### src/rtl/virq_pkg.sv
package virq_pkg;
  localparam int WORD_W   = 32;
  localparam int PR_W     = 5;
  localparam int PR_LO    = 23;
  localparam int ST_LO    = 28;
  localparam int CPU_W    = 3;
  localparam int CPU_LO   = 10;
  localparam int VID_W    = 10;
  localparam int HW_BIT   = 31;

  localparam int HCR_OFS  = 'h000;
  localparam int LR_OFS   = 'h100;
  localparam int LR_STEP  = 4;

  localparam logic [WORD_W-1:0] LR_KEEP  = 32'hFF88_1FFF;
  localparam logic [WORD_W-1:0] HCR_KEEP = 32'hF800_00FF;

  typedef logic [1:0] lr_state_t;
endpackage

### src/rtl/virq_lr_bank.sv
module virq_lr_bank
  import virq_pkg::*;
#(
  parameter int N      = 4,
  parameter int ADDR_W = 12
) (
  input  logic                      clk,
  input  logic                      rst,
  input  logic                      wr_en,
  input  logic [ADDR_W-1:0]         addr,
  input  logic [WORD_W-1:0]         wdata,
  output logic [WORD_W-1:0]         rdata,
  output logic                      hcr_en,
  output lr_state_t [N-1:0]         st_o,
  output logic [N-1:0][PR_W-1:0]    pr_o,
  output logic [N-1:0][CPU_W-1:0]   cpu_o,
  output logic [N-1:0][VID_W-1:0]   vid_o
);
  logic [WORD_W-1:0] lr_q [N];
  logic [WORD_W-1:0] hcr_q;
  logic [WORD_W-1:0] rd_mux;

  localparam logic [ADDR_W-1:0] HCR_A = ADDR_W'(HCR_OFS);

  for (genvar gi = 0; gi < N; gi++) begin : g_entry
    localparam logic [ADDR_W-1:0] MY_A = ADDR_W'(LR_OFS + LR_STEP * gi);
    always_ff @(posedge clk) begin
      if (rst)
        lr_q[gi] <= '0;
      else if (wr_en && addr == MY_A)
        lr_q[gi] <= wdata & LR_KEEP;
    end
    assign st_o[gi]  = lr_q[gi][ST_LO +: 2];
    assign pr_o[gi]  = lr_q[gi][PR_LO +: PR_W];
    assign cpu_o[gi] = lr_q[gi][CPU_LO +: CPU_W];
    assign vid_o[gi] = lr_q[gi][VID_W-1:0];
  end

  always_ff @(posedge clk) begin
    if (rst)
      hcr_q <= '0;
    else if (wr_en && addr == HCR_A)
      hcr_q <= wdata & HCR_KEEP;
  end

  assign hcr_en = hcr_q[0];

  always_comb begin
    rd_mux = '0;
    if (addr == HCR_A) rd_mux = hcr_q;
    for (int i = 0; i < N; i++) begin
      if (addr == ADDR_W'(LR_OFS + LR_STEP * i)) rd_mux = lr_q[i];
    end
  end

  always_ff @(posedge clk) begin
    if (rst) rdata <= '0;
    else     rdata <= rd_mux;
  end
endmodule

### src/rtl/virq_lr_stats.sv
module virq_lr_stats
  import virq_pkg::*;
#(
  parameter int N     = 4,
  parameter int CNT_W = 3
) (
  input  lr_state_t [N-1:0] st_i,
  output logic [CNT_W-1:0]  pend_cnt,
  output logic [CNT_W-1:0]  valid_cnt
);
  always_comb begin
    pend_cnt  = '0;
    valid_cnt = '0;
    for (int i = 0; i < N; i++) begin
      pend_cnt  = pend_cnt  + CNT_W'(st_i[i][0]);
      valid_cnt = valid_cnt + CNT_W'(|st_i[i]);
    end
  end
endmodule

### src/rtl/virq_prio_pick.sv
module virq_prio_pick
  import virq_pkg::*;
#(
  parameter int N     = 4,
  parameter int IDX_W = 2
) (
  input  lr_state_t [N-1:0]      st_i,
  input  logic [N-1:0][PR_W-1:0] pr_i,
  output logic                   top_valid,
  output logic [IDX_W-1:0]       top_idx,
  output logic [PR_W-1:0]        top_prio
);
  // Ceiling one bit wider than any priority: every pending entry beats it.
  logic [PR_W:0] best;

  always_comb begin
    best    = '1;
    top_idx = '0;
    for (int i = 0; i < N; i++) begin
      if (st_i[i][0] && ({1'b0, pr_i[i]} < best)) begin
        best    = {1'b0, pr_i[i]};
        top_idx = IDX_W'(i);
      end
    end
    top_valid = ~best[PR_W];
    top_prio  = top_valid ? best[PR_W-1:0] : '0;
  end
endmodule

### src/rtl/virq_lr_match.sv
module virq_lr_match
  import virq_pkg::*;
#(
  parameter int N     = 4,
  parameter int IDX_W = 2
) (
  input  lr_state_t [N-1:0]       st_i,
  input  logic [N-1:0][CPU_W-1:0] cpu_i,
  input  logic [N-1:0][VID_W-1:0] vid_i,
  input  logic [VID_W-1:0]        q_vid,
  input  logic [CPU_W-1:0]        q_cpu,
  output logic                    hit,
  output logic [IDX_W-1:0]        hit_idx
);
  logic [N-1:0] eq;

  for (genvar gi = 0; gi < N; gi++) begin : g_cmp
    assign eq[gi] = (|st_i[gi]) && (vid_i[gi] == q_vid) && (cpu_i[gi] == q_cpu);
  end

  always_comb begin
    hit     = 1'b0;
    hit_idx = '0;
    for (int i = 0; i < N; i++) begin
      if (eq[i] && !hit) begin
        hit     = 1'b1;
        hit_idx = IDX_W'(i);
      end
    end
  end
endmodule

### src/rtl/virq_list_ctrl.sv
module virq_list_ctrl
  import virq_pkg::*;
#(
  parameter int N      = 4,
  parameter int ADDR_W = 12,
  localparam int IDX_W = $clog2(N),
  localparam int CNT_W = $clog2(N + 1)
) (
  input  logic               clk,
  input  logic               rst,
  input  logic               reg_we,
  input  logic [ADDR_W-1:0]  reg_addr,
  input  logic [WORD_W-1:0]  reg_wdata,
  output logic [WORD_W-1:0]  reg_rdata,
  input  logic [VID_W-1:0]   q_vid,
  input  logic [CPU_W-1:0]   q_cpu,
  output logic               hit_o,
  output logic [IDX_W-1:0]   hit_idx,
  output logic               top_valid,
  output logic [IDX_W-1:0]   top_idx,
  output logic [PR_W-1:0]    top_prio,
  output logic [CNT_W-1:0]   pend_cnt,
  output logic [CNT_W-1:0]   valid_cnt,
  output logic               virq
);
  logic                      hcr_en;
  lr_state_t [N-1:0]         st;
  logic [N-1:0][PR_W-1:0]    pr;
  logic [N-1:0][CPU_W-1:0]   cpu;
  logic [N-1:0][VID_W-1:0]   vid;

  virq_lr_bank #(.N(N), .ADDR_W(ADDR_W)) u_bank (
    .clk(clk), .rst(rst), .wr_en(reg_we), .addr(reg_addr),
    .wdata(reg_wdata), .rdata(reg_rdata), .hcr_en(hcr_en),
    .st_o(st), .pr_o(pr), .cpu_o(cpu), .vid_o(vid)
  );

  virq_lr_stats #(.N(N), .CNT_W(CNT_W)) u_stats (
    .st_i(st), .pend_cnt(pend_cnt), .valid_cnt(valid_cnt)
  );

  virq_prio_pick #(.N(N), .IDX_W(IDX_W)) u_pick (
    .st_i(st), .pr_i(pr), .top_valid(top_valid),
    .top_idx(top_idx), .top_prio(top_prio)
  );

  virq_lr_match #(.N(N), .IDX_W(IDX_W)) u_match (
    .st_i(st), .cpu_i(cpu), .vid_i(vid), .q_vid(q_vid), .q_cpu(q_cpu),
    .hit(hit_o), .hit_idx(hit_idx)
  );

  always_ff @(posedge clk) begin
    if (rst) virq <= 1'b0;
    else     virq <= hcr_en && (pend_cnt != '0);
  end
endmodule

### config.mk
export PLATFORM = sky130hd
export DESIGN_NAME = virq_list_ctrl
export DESIGN_NICKNAME = d
export VERILOG_FILES = /design/src/rtl/virq_pkg.sv /design/src/rtl/virq_lr_bank.sv /design/src/rtl/virq_lr_stats.sv /design/src/rtl/virq_prio_pick.sv /design/src/rtl/virq_lr_match.sv /design/src/rtl/virq_list_ctrl.sv
export SDC_FILE = /design/constraint.sdc
export NUM_CORES = 1
export LEC_CHECK = 0
export BUFFER_PORTS_ARGS = -buffer_cell sky130_fd_sc_hd__clkbuf_2
export CAP_MARGIN = 10
export CORE_UTILIZATION = 45
export CTS_CLUSTER_DIAMETER = 100
export DETAILED_ROUTE_END_ITERATION = 12
export PLACE_DENSITY = 0.76
export SYNTH_ARGS = -nofsm -noshare
export SYNTH_HDL_FRONTEND = slang
export SYNTH_SLANG_ARGS = --single-unit
export TNS_END_PERCENT = 5
### constraint.sdc
create_clock -name clk -period 8.75 [get_ports clk]
set_clock_uncertainty 0.15 [all_clocks]
set_input_delay 2.625 -clock clk [delete_from_list [all_inputs] [get_ports clk]]
set_output_delay 2.625 -clock clk [all_outputs]
set_load 0.03 [all_outputs]
# --- Yosys cells after proc, flatten, opt, wreduce, memory -nomap -nowiden ---
# Memories as Yosys holds them, arrays and structs flattened.
# Index checks and enable logic that the tools add are counted.
totals:
  reg_bits: 46
  latchBits: 0
  ramBits: 92
  mem_bits_ro: 0
  in_bits: 60
  output_inout_bits: 50
  elab_cells: 99
  n_memories: 1
memory_table:
  columns: ["name", "depth", "width", "rd", "rd_ports_with_merged_regs", "wr", "line", "text"]
  rows:
  - ["u_bank.lr_q", 4, 23, 4, 0, 4, "virq_lr_bank.sv:19", "logic [WORD_W-1:0] lr_q [N];"]
op_classes:
  n_addsub: 6
  mul: 0
  div_mod_pow: 0
  order_cmp: 4
  eq_ne: 12
  shifts: 0
  n_mux: 38
  bitwise: 5
  reduce_logical: 30
ops:
  columns: ["operator", "count"]
  rows:
  - ["$mux 32", 5]
  - ["$mux 23", 4]
  - ["$eq 12x9->1 const B", 4]
  - ["$eq 10x10->1", 4]
  - ["$mux 6", 4]
  - ["$logic_and 1x1->1", 21]
  - ["$mux 1", 20]
  - ["$lt 5x6->1", 3]
  - ["$add 3x1->3", 4]
  - ["$eq 3x3->1", 4]
  - ["$logic_not 12->1", 1]
  - ["$mux 2", 4]
  - ["$reduce_or 2->1", 4]
  - ["$lt 5x6->1 const B", 1]
  - ["$mux 5", 1]
  - ["$add 1x1->2", 2]
  - ["$or 1x1->1", 4]
  - ["$logic_not 1->1", 3]
  - ["$reduce_bool 3->1", 1]
  - ["$not 1->1", 1]

# --- Depth between registers and ports, before layout ---
# An unclocked memory read counts as a cell.
depth:
  ltp_word: 14
  depth_mapped: 24
  depth_no_buf: 23

# --- Modules after synthesis ---
# A second synthesis with hierarchy kept.
hier_totals:
  cells_unflattened: 741
  hier_area_um2: 7837.5
by_module_without_submodules:
  columns: ["module", "instances", "cells_per_inst", "area_each_um2", "seq_area_each_um2"]
  rows:
  - ["virq_lr_bank", 1, 525, 6123.4, 3483.3]
  - ["virq_prio_pick", 1, 107, 775.7, 0.0]
  - ["virq_lr_match", 1, 91, 762.0, 0.0]
  - ["virq_lr_stats", 1, 15, 133.9, 0.0]
  - ["virq_list_ctrl", 1, 3, 42.5, 20.0]

# --- Worst setup path before layout ---
# No wires, ideal clock.
synth_timing:
  path_type: "reg2out"
  start: "memory u_bank.lr_q[0][19] (netlist name)"
  end: "output top_prio[0]"
  t_arrival_ns: 5.721
  required_ns: 5.975
  slack_ns: 0.254
  stages_incl_launch_ff: 23
  n_path_buf: 1
  path_cell_list: "edfxtp_1 > clkbuf_1 > nor2b_1 > ha_1 > and3b_1 > and3_1 > a211o_2 > a31o_1 > ha_1 > or3_1 > a211oi_4 > or2_2 > o311ai_0 > a211oi_1 > ha_1 > nor2_1 > nand2_1 > or3_1 > a211oi_1 > a2111oi_2 > nand4_1 > o21a_1 > o32ai_1"
synth_lines:
  columns: ["item", "line", "text"]
  rows:
  - ["start: declaration", "virq_lr_bank.sv:19", null]
  - ["end: declaration", "virq_list_ctrl.sv:21", "output logic [PR_W-1:0] top_prio,"]

==> key figures <==
Die
  • I/O Pins: 110
  • Die X: roughly 130 µm
  • Initial Util: 0.4585
  • Die area: 0.01593 mm²
  • Die Y: 126.2 µm
  • # rows: 45
  • Core area: 0.01515 mm²

Drt
  • Mean number of vias per cell: about 5.7
  • Drt first pass iters: 5
  • WL/cell: 19.67 µm
  • # DRC: 0
  • Routed WL: around 18 mm
  • Post-route ant nets: 0
  • Vias: roughly 5300
  • Initial DRC Count: 409

GRT
  • First-pass GRT wire length: ~28 mm
  • Initial antenna violation count: 0
  • Global route overflow: 0
  • Largest net degree at the start of global routing: 40
  • Tot GR Track Use: 0.2368
  • Vias in the first global route: 5075

Final layout
  • Post-layout util: 0.5522
  • Syn-to-layout area delta: 20.43%
  • Reg area: 0.003503 mm²
  • Area of the multi-input gates: between 0.003 and 0.004 mm²
  • Layout cells sized above 1: 0.2584
  • Antenna cells: 0
  • Nets: between 800 and 900
  • # fillers: 1252
  • Fin cells: 931
  • Design area: 0.008363 mm²

Place
  • I/O Buffers: 91
  • Post-detail-place hpwl: 12.52 mm
  • DP Area: approximately 0.0076 mm²
  • Dpl cells: 888
  • Post-Place Setup Slack: 0.1072 ns
  • Final Wtd Congestion: 0.8396

Status
  • Status: finished clean

Clock tree
  • Worst-Skew Late Latency: 0.42 ns
  • Clk slew on worst S/H paths: 0.06 ns
  • Clk sinks: 129
  • Total CTS buffers: 17
  • CTS tree: built
  • CTS Buffer Depth: 2
  • Root buf cell: clkbuf_16
  • H-tree depth: 4

Setup path
  • Startpoint types: flop
  • Slowest cell on crit path: edfxtp_1
  • Worst EP arrival: 5.76 ns
  • Crit path max fanout: 6
  • R2R Setup Slk: 6.10 ns
  • CP Capture Type: output port
  • Max incr delay on CP: roughly 0.42 ns
  • Setup Crit Path Kind: reg -> out
  • CP required: 5.98 ns
  • CP cell instances: buf_4, nor2b_1, ha_1, or2_0, o22a_4, a211o_4, a31o_4, ha_2, or3_4, a211oi_4, buf_4, or4b_4, a21oi_1, a211oi_2, ha_2, nor2_1, nand2_1, or3_4, nor3_1, a2111oi_2, nand4_1, o21a_2, o32ai_1, buf_4
  • Most used cell along the critical path: buf_4

Timing
  • Fmax: ~0.12 GHz
  • Period minus WS final: roughly 8.5 ns
  • Worst hold slack: 0.3077 ns
  • Worst slew margin: 0.2812
  • Setup TNS: 0 ns
  • Crit share post-route: 0.9754
  • Hold Vio Cnt, Final: 0
  • Setup ws final: approximately 0.22 ns
  • Final setup viols: 0
  • Worst Tran Pin Value: between 1 and 1.5 ns
  • Fin. max-slew vios: 0

Synth
  • Post-Synthesis Cell Area: 0.006944 mm²
  • Sequential area share after synthesis: 0.5045
  • Number of synthesized flops with an enable pin: just over 90
  • Synth Instances: about 630
  • Mux share of post-synthesis cell area: 0.05171
  • Yosys cell types: 62
  • Avg Cell Area, Syn: roughly 11 µm²
  • Compound-Gate Fraction of Synth Area: 0.1144
  • Ys Warns: 0
  • Largest family of logic cells by synthesized area: simple AND/OR/NAND/NOR gates
  • Synthesized flop and latch total: between 100 and 150
  • Most used DFF post-synth: edfxtp_1
  • Asr flop ratio synth: 0
  • XOR/XNOR share of the synthesized area: 0.06811
  • Area share of and/or/nand/nor cells after synthesis: 0.1993
  • Post-Synth Adder-Cell Area: 0.03063

Power and ir drop
  • Pwr Density: around 190 mW/mm²
  • Pleak: 3.144 nW
  • Maximum VDD drop: 0.0001600 V
  • Final Power: about 1.6 mW

Worst hold path
  • HP Class: reg -> reg

Job
  • Max cap viols: 0
## kinds of logic (layout without fill, tap and decap cells)
kind of cell / count (synthesis) / count (layout)
other: 1 / 9
and+or+nand+nor: 251 / 251
adders and majority gates: 16 / 16
xor gates and xnor gates: 54 / 54
DFF: 129 / 129
buffers and inverters: 48 / 152
muxes: 23 / 23
AOI/OAI and AO/OA: 109 / 109
## metal layers
layer,wire [µm],vias to the layer above,track usage
li1,-,2464,-
met5,0,-,0
met4,339,0,0.08079
met2,8840,235,0.3812
met1,7889,2560,0.3163
met3,1247,30,0.05225
## power by group
| group | internal [mW] | switching (mW) |
|---|---|---|
| Combinational | 0.0915 | 0.137 |
| Clock | 0.436 | 0.268 |
| Sequential | 0.676 | 0.0192 |
| Total | 1.20 | 0.424 |
## state kept, by name, indices dropped and copies added (netlist names)
| name | count |
|---|---|
| u_bank.rdata | 23 |
| u_bank.lr_q | 92 |
| virq | 1 |
| u_bank.hcr_q | 13 |
## cells in the final DEF, fill, tap and decap left out, types with 3 or more instances in the layout
cell | netlist | layout
clkbuf_16 | 0 | 17
a211oi_1 | 17 | 16
o21bai_2 | 1 | 3
o211ai_1 | 5 | 5
nand3_1 | 3 | 3
dfxtp_1 | 37 | 37
a21oi_1 | 34 | 34
conb_1 | 1 | 9
edfxtp_1 | 92 | 92
nor3_1 | 10 | 7
nor2b_1 | 14 | 13
buf_4 | 9 | 23
clkinv_4 | 0 | 3
and2_1 | 96 | 96
mux2i_1 | 10 | 10
o2111ai_1 | 3 | 3
mux2_2 | 3 | 3
nand4_1 | 13 | 13
clkbuf_2 | 0 | 87
nand2_1 | 47 | 47
nand2b_1 | 7 | 7
nor4_1 | 8 | 7
mux4_2 | 10 | 10
o21ai_1 | 1 | 3
a21o_1 | 3 | 3
o21ai_0 | 15 | 13
xor2_1 | 15 | 15
or2_2 | 5 | 5
xnor2_1 | 39 | 39
nor3_4 | 0 | 3
o32ai_1 | 4 | 3
o221ai_1 | 3 | 3
inv_1 | 9 | 9
nor2_1 | 33 | 33
ha_1 | 13 | 10
## worst max-delay path, delay by kind of cell (launching register included)
| kind | cells | cell delay, ns |
|---|---|---|
| AOI/OAI and AO/OA | 9 | 2.33 |
| buffers and inverters | 3 | 0.53 |
| DFF | 1 | 0.42 |
| and+or+nand+nor | 9 | 1.44 |
| adders and majority gates | 3 | 0.62 |
## cell usage after synthesis, drive strengths merged (4+ instances only)
cell | instances | share of area
a211oi | 19 | 0.023
a21oi | 34 | 0.025
nand2 | 47 | 0.025
edfxtp | 92 | 0.40
nor2 | 33 | 0.018
o21bai | 4 | 0.0049
mux4 | 10 | 0.032
clkbuf | 29 | 0.016
ha | 13 | 0.023
nor3 | 11 | 0.0086
buf | 10 | 0.010
or2 | 6 | 0.0054
o32ai | 5 | 0.0074
a2111oi | 4 | 0.0096
mux2i | 10 | 0.014
nand4 | 13 | 0.012
or3 | 4 | 0.0036
nor4 | 8 | 0.0072
dfxtp | 37 | 0.11
inv | 9 | 0.0049
o21ai | 16 | 0.012
and2 | 96 | 0.086
nand2b | 7 | 0.0063
xor2 | 15 | 0.019
xnor2 | 39 | 0.049
nor2b | 15 | 0.014
o211ai | 5 | 0.0054
## worst paths after layout
| kind | start | depth (start not counted) | end |
|---|---|---|---|
| max | u_bank.lr_q[0][19]$_SDFFCE_PN0P_ | 24 | top_prio[1] |
| min | u_bank.hcr_q[7]$_SDFFE_PP0P_ | 2 | u_bank.hcr_q[7]$_SDFFE_PP0P_ |
| max reg2reg | u_bank.lr_q[0][19]$_SDFFCE_PN0P_ | 8 | virq$_SDFF_PP0_ |
| min reg2reg | u_bank.hcr_q[7]$_SDFFE_PP0P_ | 2 | u_bank.hcr_q[7]$_SDFFE_PP0P_ |
## area by class of cell
type / instances / area share
clock buffers: 21 / 0.05506
multi-input cells: 462 / 0.4051
flip-flops and latches: 129 / 0.4189
clock inverters: 11 / 0.01541
repair buffers: 111 / 0.07331
well taps: 188 / 0.02813
inverters: 9 / 0.004039
## what timing repair did
action,CTS,global route
hold buffers,0,0
buffers inserted,4,7
pin swaps,3,7
endpoints found under the setup margin,7,7
gates resized for setup,5,16
(Power assumes the default switching activity.)
